<file path="src/rtl/dseq_pkg.sv">
// Package: shared strobe bundle and schedule constants for the delay
// strobe sequencer. Assumes an even slot count per interval, with the
// two bank visits laid out identically in each half.
package dseq_pkg;

    typedef struct packed {
        logic step_up;
        logic step_dn;
        logic rd_n;
        logic wr_n;
        logic bank;
    } strobe_t;

    localparam strobe_t STROBE_IDLE = '{step_up: 1'b0, step_dn: 1'b0,
                                        rd_n: 1'b1, wr_n: 1'b1, bank: 1'b0};

    // Offsets of read and write inside each half-interval bank visit.
    localparam int RD_OFS = 1;
    localparam int WR_OFS = 3;

endpackage

</file>
<file path="src/rtl/dseq_slot_ctr.sv">
// Module: slot counter. Wraps through SLOTS half-phase slots and exposes
// the slot that the next rising edge enters. Assumes SLOTS >= 2. Reset
// parks it on the last slot, so the first edge after release enters slot 0.
module dseq_slot_ctr #(
    parameter int SLOTS = 8,
    localparam int W = $clog2(SLOTS)
) (
    input  logic         clk,
    input  logic         rst_n,
    output logic [W-1:0] slot_next
);
    localparam logic [W-1:0] LAST = W'(SLOTS - 1);

    logic [W-1:0] slot_q;

    // Next-slot computation with wrap at the end of the interval.
    always_comb begin
        slot_next = (slot_q == LAST) ? '0 : slot_q + 1'b1;
    end

    // Slot register; reset parks on the final slot.
    always_ff @(posedge clk) begin
        if (!rst_n) slot_q <= LAST;
        else        slot_q <= slot_next;
    end
endmodule

</file>
<file path="src/rtl/dseq_strobe_dec.sv">
// Module: strobe decoder. Maps an upcoming slot number, plus the current
// reverse and freeze levels, onto the strobe bundle for that slot. Purely
// combinational. Assumes WR_OFS - RD_OFS >= 2 and WR_OFS < SLOTS/2.
module dseq_strobe_dec
    import dseq_pkg::*;
#(
    parameter int SLOTS = 8,
    localparam int W = $clog2(SLOTS),
    localparam int HALF = SLOTS / 2,
    localparam int BANKS = 2
) (
    input  logic [W-1:0] slot,
    input  logic         rev_req,
    input  logic         freeze,
    output strobe_t      strobes
);
    logic [BANKS-1:0] rd_hit;
    logic [BANKS-1:0] wr_hit;

    // One read and one write slot comparator per bank visit.
    for (genvar b = 0; b < BANKS; b++) begin : g_visit
        localparam logic [W-1:0] RD_SLOT = W'(b * HALF + RD_OFS);
        localparam logic [W-1:0] WR_SLOT = W'(b * HALF + WR_OFS);
        assign rd_hit[b] = (slot == RD_SLOT);
        assign wr_hit[b] = (slot == WR_SLOT);
    end

    // Assemble the bundle: step at slot 0, bank from the upper half.
    always_comb begin
        strobes.step_up = (slot == '0) && !rev_req;
        strobes.step_dn = (slot == '0) && rev_req;
        strobes.rd_n    = ~(|rd_hit);
        strobes.wr_n    = ~((|wr_hit) && !freeze);
        strobes.bank    = (slot >= W'(HALF));
    end
endmodule

</file>
<file path="src/rtl/delay_strobe_seq.sv">
// Module: delay strobe sequencer top. Steps the external address counter
// once per interval, then does a read-then-overwrite in each memory bank.
// All outputs come straight from flops, so there are no decode glitches.
// Assumes inputs are already synchronous to clk.
module delay_strobe_seq
    import dseq_pkg::*;
#(
    parameter int SLOTS = 8,
    localparam int W = $clog2(SLOTS)
) (
    input  logic clk,
    input  logic rst_n,
    input  logic rev_req,
    input  logic freeze,
    output logic step_up,
    output logic step_dn,
    output logic rd_n,
    output logic wr_n,
    output logic bank
);
    logic [W-1:0] slot_next;
    strobe_t      dec_s;
    strobe_t      out_q;

    dseq_slot_ctr #(.SLOTS(SLOTS)) u_ctr (
        .clk       (clk),
        .rst_n     (rst_n),
        .slot_next (slot_next)
    );

    dseq_strobe_dec #(.SLOTS(SLOTS)) u_dec (
        .slot    (slot_next),
        .rev_req (rev_req),
        .freeze  (freeze),
        .strobes (dec_s)
    );

    // Output register: strobes for the slot being entered.
    always_ff @(posedge clk) begin
        if (!rst_n) out_q <= STROBE_IDLE;
        else        out_q <= dec_s;
    end

    assign step_up = out_q.step_up;
    assign step_dn = out_q.step_dn;
    assign rd_n    = out_q.rd_n;
    assign wr_n    = out_q.wr_n;
    assign bank    = out_q.bank;
endmodule

</file>
<file path="config.mk">
export PLATFORM = sky130hd
export DESIGN_NAME = delay_strobe_seq
export DESIGN_NICKNAME = d
export VERILOG_FILES = /design/src/rtl/dseq_pkg.sv /design/src/rtl/dseq_slot_ctr.sv /design/src/rtl/dseq_strobe_dec.sv /design/src/rtl/delay_strobe_seq.sv
export SDC_FILE = /design/constraint.sdc
export NUM_CORES = 1
export LEC_CHECK = 0
export BUFFER_PORTS_ARGS = -buffer_cell sky130_fd_sc_hd__buf_4
export CORE_AREA = 4 4 41 43
export DETAILED_ROUTE_END_ITERATION = 6
export DIE_AREA = 0 0 45 47
export GPL_ROUTABILITY_DRIVEN = 1
export GPL_TIMING_DRIVEN = 0
export PLACE_DENSITY = 0.43
export SLEW_MARGIN = 30
export SYNTH_ARGS = -nofsm -noshare
export SYNTH_HDL_FRONTEND = slang
export SYNTH_HIERARCHICAL = 1
export SYNTH_SLANG_ARGS = --single-unit
</file>
<file path="constraint.sdc">
create_clock -name clk -period 1.5 [get_ports clk]
set_input_delay 0.3 -clock clk [delete_from_list [all_inputs] [get_ports clk]]
set_output_delay 0.3 -clock clk [all_outputs]
set_load 0.1 [all_outputs]
</file>
**Word level (Yosys, flattened, before mapping)**

Index checks and enable logic that the tools add are counted.
W data, S select, Z words.

- ROM bits: 0
- Logic and storage cells: 24
- Flip-flop bits (word level): 8
- Output and inout port bits: 5
- Bits in writable memories: 0
- Latch bits: 0
- Memories kept: 0

- Magnitude comparators: 1
- Divide/modulo/power cells: 0
- Shifts and indexed selects: 0
- Multiply operators: 0
- Equal/unequal tests: 5
- Add/sub/neg operators: 1
- Multiplexer cells: 1
- Bitwise logic cells: 2
- Reduce and logical (&&, ||, !) cells: 8

Operators by type and width:

| kind | count |
|---|---|
| $eq A3 B3 Y1 const B | 3 |
| $reduce_or A2 Y1 | 2 |
| $add A3 B1 Y3 const B | 1 |
| $eq A3 B1 Y1 const B | 1 |
| $eq A3 B2 Y1 const B | 1 |
| $ge A3 B3 Y1 const B | 1 |
| $logic_and A1 B1 Y1 | 3 |
| $logic_not A3 Y1 | 1 |
| $mux W3 | 1 |
| $logic_not A1 Y1 | 2 |
| $not A1 Y1 | 2 |

**Longest topological paths before layout**

Gate-level depths: netlist (run 1).

- Word-level depth: 6
- Mapped depth: 5

**Cells and area by module**

Netlist (run 1), hierarchy kept.

Modules (own cells, without submodules):

| module | area an instance (um^2) | cells an instance | instances | sequential area each (um^2) |
|---|---|---|---|---|
| delay_strobe_seq | 131.4 | 10 | 1 | 100.1 |
| dseq_slot_ctr | 115.1 | 10 | 1 | 60.1 |
| dseq_strobe_dec | 45.0 | 5 | 1 | 0.0 |

**Least setup slack after synthesis (run 1)**

Ideal clock, no wire load.

- Kind: register -> register
- Start point: reg u_ctr.slot_q[0]
- End point: reg out_q, in the netlist step_dn
- Cell stages (with the launch flop): 6
- Period minus slack after synthesis: 1.274 ns
- Slack: 0.226 ns
- Data arrival time: 1.159 ns
- Path buffers: 0
- Required time: 1.385 ns
- Setup time: 0.115 ns
- Cell sequence: dfxtp_1 > ha_1 > ha_1 > nor2_1 > nor4b_2 > and2_1

RTL lines:

| what | line | RTL |
|---|---|---|
| start, declared | dseq_slot_ctr.sv:14 | `logic [W-1:0] slot_q;` |
| start signal, assigned | dseq_slot_ctr.sv:24 | `else slot_q <= slot_next;` |
| end signal, assigned | delay_strobe_seq.sv:41 | `else out_q <= dec_s;` |
| end, declared | delay_strobe_seq.sv:23 | `strobe_t out_q;` |

==> flow_summary.yaml, run 1 <==
run_status:
  outcome: "finished, final reports clean"
timing:
  hold_viol: 0
  worst_slew_pin_slew_ps: 312
  setup_ws_ps: 105
  setup_tns_ps: 0
  relSlewSlack_pct: 79.1
  final-setup-viol-count: 0
  maxClockFrequency_mhz: 717
  clock_skew_ps: 3.12
  rsz0062_at_grt: "false"
  final.period_utilization_pct: 93.0
  period_minus_slack_ps: 1390
  drv_slew: 0
logic_synthesis:
  synthTopCellsByCount: "8 x dfxtp_1, 5 x nand2b_1, 3 x and2_1"
  synth-edff-count: 0
  synth_top_family_by_area: "simple AND/OR/NAND/NOR gates"
  synth-simple-area-share_pct: 33.5
  synthCells: 25
  synth_top_area_share_pct: 54.9
  seq_area_frac_synth_pct: 54.9
  syn_area_per_cell_sq_um: 11.7
  synth-xor-area-share_pct: 0
  muxShareOfSynthArea_pct: 0
  synth_compound_area_share_pct: 1.72
  synth_flop_cell: "dfxtp_1"
  yosysTopAreaCell: "dfxtp_1"
  synth_top_cells_by_area: "dfxtp_1 55%, nand2b_1 11%, ha_1 8.6%, and2_1 6.4%, nor4b_2 5.2%"
  synth_cell_type_count: 11
  syn_nets: 31
  yosys_warnings: 6
  yosysMostFrequentCell: "dfxtp_1"
  async_flop_share_pct: 0
  ys_ff_latch: 8
  yosys.area_share.adder_pct: 8.58
  synth_area_sq_um: 292
power_and_ir_drop:
  combPwrFrac_pct: 42.3
  sw_frac_of_total_pct: 40.2
  p_sw_mw: 0.293
  p_int_mw: 0.436
  p_leak_nw: 0.164
  vdd_drop_max_mv: 0.462
  clockPowerShare_pct: 21.8
  p_per_area_mw_per_mm2: 1860
  seq_power_share_pct: 35.8
  fin_total_pwr_mw: 0.729
global_routing:
  grt_pass1_wl_um: 793
  grt_pass1_vias: 203
  gr-usage-all-layers_pct: 5.71
  grt-ovfl-total: 0
  antenna_found_initial: 0
  grt_max_degree: 9
final_layout:
  finalNetCount: 44
  drive_above_1_share_pct: 38.9
  final_cells: 51
  antenna_cells: 0
  finalInstanceArea_sq_um: 393
  areaGrowthSynthToFinish_pct: 34.8
flow_run:
  maxCapViolCount: 0
critical_path:
  crit_path_start_kind: "register"
  cp_max_fo: 4
  cp_data_arrival_time_ps: 1540
  path_class: "register to register"
  cp-end-kind: "register"
  required_ps: 1640
cts:
  cts_hold_buf: 0
  cts.sinks: 8
  path_clk_slew_ps: 50
  clock_latency_ps: 250
  numCtsBuffers: 3
  cts_setup_buffers: 0
  cts_root_buffer: "clkbuf_4"
  cts_buffer_depth: 2
  cts_tree: "built"
  htreeDepth: 1
  cts-resized-gates: 0
route:
  vias_per_cell: 4.20
  drt_iter0_markers: 1
  dr.pass1.iters: 2
  vias: 214
  ant_nets: 0
  wire_per_inst_um: 10.0
  drcViolationCount: 0
  wl_um: 510
placed_design:
  place_inst: 48
  hpwl_um: 395
  portBuffers: 8
  pre_cts_ws_ps: 93.1
  gp_congestion: 0.664
  dpl_cell_area_sq_um: 370
floorplan:
  start_util_pct: 22.4
  dieHeight_um: 47
  boundaryPins: 9
  die_area_sq_mm: 0.00212
  rows: 13
  die_w_um: 45
  coreArea_sq_mm: 0.00130
worst_hold_path:
  hp-class: "primary input to register"
[placed cells by master, fill, tap and decap left out]
master and n:
nand2b_1 5, dfxtp_1 8, nor4_2 1, and2_1 3
nor2_1 1, nand3b_1 1, o21ai_0 1, buf_4 8
clkbuf_1 1, nor2b_2 1, nor4b_2 1, ha_1 2
clkbuf_4 3
[sequential cells by signal, indices dropped and copies added (netlist names)]
register and count:
bank 1, rd_n 1, step_dn 1, step_up 1, u_ctr/slot_q 3, wr_n 1
[per-layer routing]
metal / global-route usage (%) / wire (um) / up-vias
li1: - / - / 107
met2: 8.19 / 238 / 7
met4: 7.02 / 6 / 0
met5: 0 / 0 / -
met3: 2.30 / 50 / 2
met1: 5.73 / 214 / 98
[through the flow]
| stage | util, % | hold WS (ps) |
|---|---|---|
| floorplan | - | 373 |
| global placement | 28.5 | 460 |
| detailed placement | 28.5 | 485 |
| CTS | 30.2 | 273 |
| global route | 30.2 | 281 |
| finish | 30.2 | 277 |
[kinds of logic (layout without fill, tap and decap cells)]
logic type,after synthesis,count (layout)
fa+ha+maj,2,2
simple gates,13,13
flops,8,8
compound gates,1,1
buf+inv,1,12
[path summary, 6_finish.rpt]
kind | start | endpoint | slack, ps | cells after the start
setup reg to reg | u_ctr/slot_q[0]$_SDFF_PN1_ | wr_n$_SDFF_PN1_ | 110 | 5
hold reg to reg | u_ctr/slot_q[0]$_SDFF_PN1_ | u_ctr/slot_q[0]$_SDFF_PN1_ | 500 | 1
setup / recovery | u_ctr/slot_q[0]$_SDFF_PN1_ | wr_n$_SDFF_PN1_ | 110 | 5
hold / removal | rst_n | wr_n$_SDFF_PN1_ | 280 | 2
[layout make-up]
cell class	count	area, sq um
fillers	156	908
flip-flops and latches	8	160
multi-input cells	16	128
repair buffers	8	60.1
clock buffers	3	22.5
well taps	15	18.8
plain buffers	1	3.75
[worst max-delay path, cell delays in order (launching register included)]
cell and delay, ps:
dfxtp_1 320, ha_1 200, ha_1 220, nor2_1 290, nand3b_1 110, nand2b_1 150
[power groups by stage]
| stage | combinational (mW) | clock (mW) | sequential (mW) |
|---|---|---|---|
| final | 0.309 | 0.159 | 0.261 |
| after global routing | 0.332 | 0.177 | 0.265 |
| after CTS | 0.314 | 0.169 | 0.262 |
| after detailed placement | 0.311 | 0 | 0.266 |
| after global placement | 0.308 | 0 | 0.265 |
| after floorplan | 0.112 | 0 | 0.405 |
(Power assumes the default switching activity.)
==> run 2: changes to the inputs <==
RECOVER_POWER = 25   (was not set)
==> run 2 against run 1 <==
Net effect:
- global-route usage stayed put
- die area did not move
- wire length unchanged
- clock skew barely moved
- via count did not move
- utilization is 0.38 points lower
==> flow_summary.yaml, run 2 (synthesis gave the netlist of run 1 again) <==
final_layout:
  seq_area_sq_um: 160
  fill_cells: 156
  post-route-util_pct: 29.8
  layout.cells.most_common: "dfxtp_1"
  finalNetCount: 44
  largest_register: "u_ctr/slot_q"
  final_cells: 51
  mostFrequentLayoutCells: "8 x dfxtp_1, 6 x buf_4, 5 x nand2b_1"
  finalInstanceArea_sq_um: 388
  antenna_cells: 0
  drive_above_1_share_pct: 38.9
  multi_input_area_sq_um: 128
  areaGrowthSynthToFinish_pct: 33.0
  largest_reg_flops: 3
route:
  drcViolationCount: 0
  wire_per_inst_um: 10.0
  wl_um: 510
  drt_iter0_markers: 1
  vias_per_cell: 4.20
  ant_nets: 0
  vias: 214
  dr.pass1.iters: 2
cts:
  cts_hold_buf: 0
  cts_tree: "built"
  htreeDepth: 1
  cts_buffer_depth: 2
  cts_setup_buffers: 0
  cts-resized-gates: 0
  path_clk_slew_ps: 50
  clock_latency_ps: 250
  cts_root_buffer: "clkbuf_4"
  cts.sinks: 8
  numCtsBuffers: 3
floorplan:
  coreArea_sq_mm: 0.00130
  boundaryPins: 9
  dieHeight_um: 47
  die_w_um: 45
  start_util_pct: 22.4
  rows: 13
  die_area_sq_mm: 0.00212
worst_hold_path:
  hp-class: "primary input to register"
timing:
  rsz0062_at_grt: "false"
  final.period_utilization_pct: 93.0
  setup_tns_ps: 0
  clock_skew_ps: 3.12
  relSlewSlack_pct: 63.8
  maxClockFrequency_mhz: 717
  hold_viol: 0
  drv_slew: 0
  worst_slew_pin_slew_ps: 545
  hold_ws_ps: 277
  final-setup-viol-count: 0
  period_minus_slack_ps: 1390
  setup_ws_ps: 105
critical_path:
  cp_max_fo: 4
  timing.critical_path.mode_cell: "ha_1"
  crit_path_start_kind: "register"
  cp-end-kind: "register"
  path_class: "register to register"
  max_stage_delay_ps: 320
  crit_chain: "ha_1 -> ha_1 -> nor2_1 -> nand3b_1 -> nand2b_1"
  required_ps: 1640
  cp_data_arrival_time_ps: 1540
  slowest_stage: "dfxtp_1"
run_status:
  outcome: "finished, final reports clean"
placed_design:
  hpwl_um: 395
  pre_cts_ws_ps: 93.1
  portBuffers: 8
  gp_congestion: 0.664
  dpl_cell_area_sq_um: 370
  place_inst: 48
power_and_ir_drop:
  sw_frac_of_total_pct: 40.5
  p_int_mw: 0.431
  p_sw_mw: 0.293
  p_per_area_mw_per_mm2: 1870
  seq_power_share_pct: 36.1
  vdd_drop_max_mv: 0.461
  combPwrFrac_pct: 41.9
  fin_total_pwr_mw: 0.724
  p_leak_nw: 0.163
  clockPowerShare_pct: 22.0
flow_run:
  maxCapViolCount: 0
global_routing:
  grt_max_degree: 9
  grt_pass1_vias: 203
  grt-ovfl-total: 0
  antenna_found_initial: 0
  gr-usage-all-layers_pct: 5.71
  grt_pass1_wl_um: 793
## run 2: power groups by stage
| stage | registers (mW) | logic [mW] | clock network, mW |
|---|---|---|---|
| 2_1_floorplan | 0.405 | 0.112 | 0 |
| 3_3_place_gp | 0.265 | 0.308 | 0 |
| 3_5_place_dp | 0.266 | 0.311 | 0 |
| 4_1_cts | 0.262 | 0.314 | 0.169 |
| 5_1_grt | 0.264 | 0.326 | 0.177 |
| 6_report | 0.261 | 0.303 | 0.159 |
## run 2: worst paths after layout
check	from	endpoint	slack [ps]	depth (start not counted)
max	u_ctr/slot_q[0]$_SDFF_PN1_	wr_n$_SDFF_PN1_	110	5
min	rst_n	wr_n$_SDFF_PN1_	280	2
max reg2reg	u_ctr/slot_q[0]$_SDFF_PN1_	wr_n$_SDFF_PN1_	110	5
min reg2reg	u_ctr/slot_q[0]$_SDFF_PN1_	u_ctr/slot_q[0]$_SDFF_PN1_	500	1
## run 2: area by class of cell
class / instances / area share (%)
flip-flops and latches: 8 / 41.3
multi-input cells: 16 / 32.9
repair buffers: 8 / 14.2
clock buffers: 3 / 5.81
well taps: 15 / 4.84
plain buffers: 1 / 0.968
## run 2: worst max-delay path, delay by kind of cell, from the launching register on
family | cells | cell delay (ps)
fa+ha+maj | 2 | 420
flops | 1 | 320
simple gates | 3 | 550
## run 2: routing by layer
layer	GRT usage, %	share of wire [%]
met2	8.19	47
met5	0	0
met3	2.30	9.8
met4	7.02	1.2
met1	5.73	42
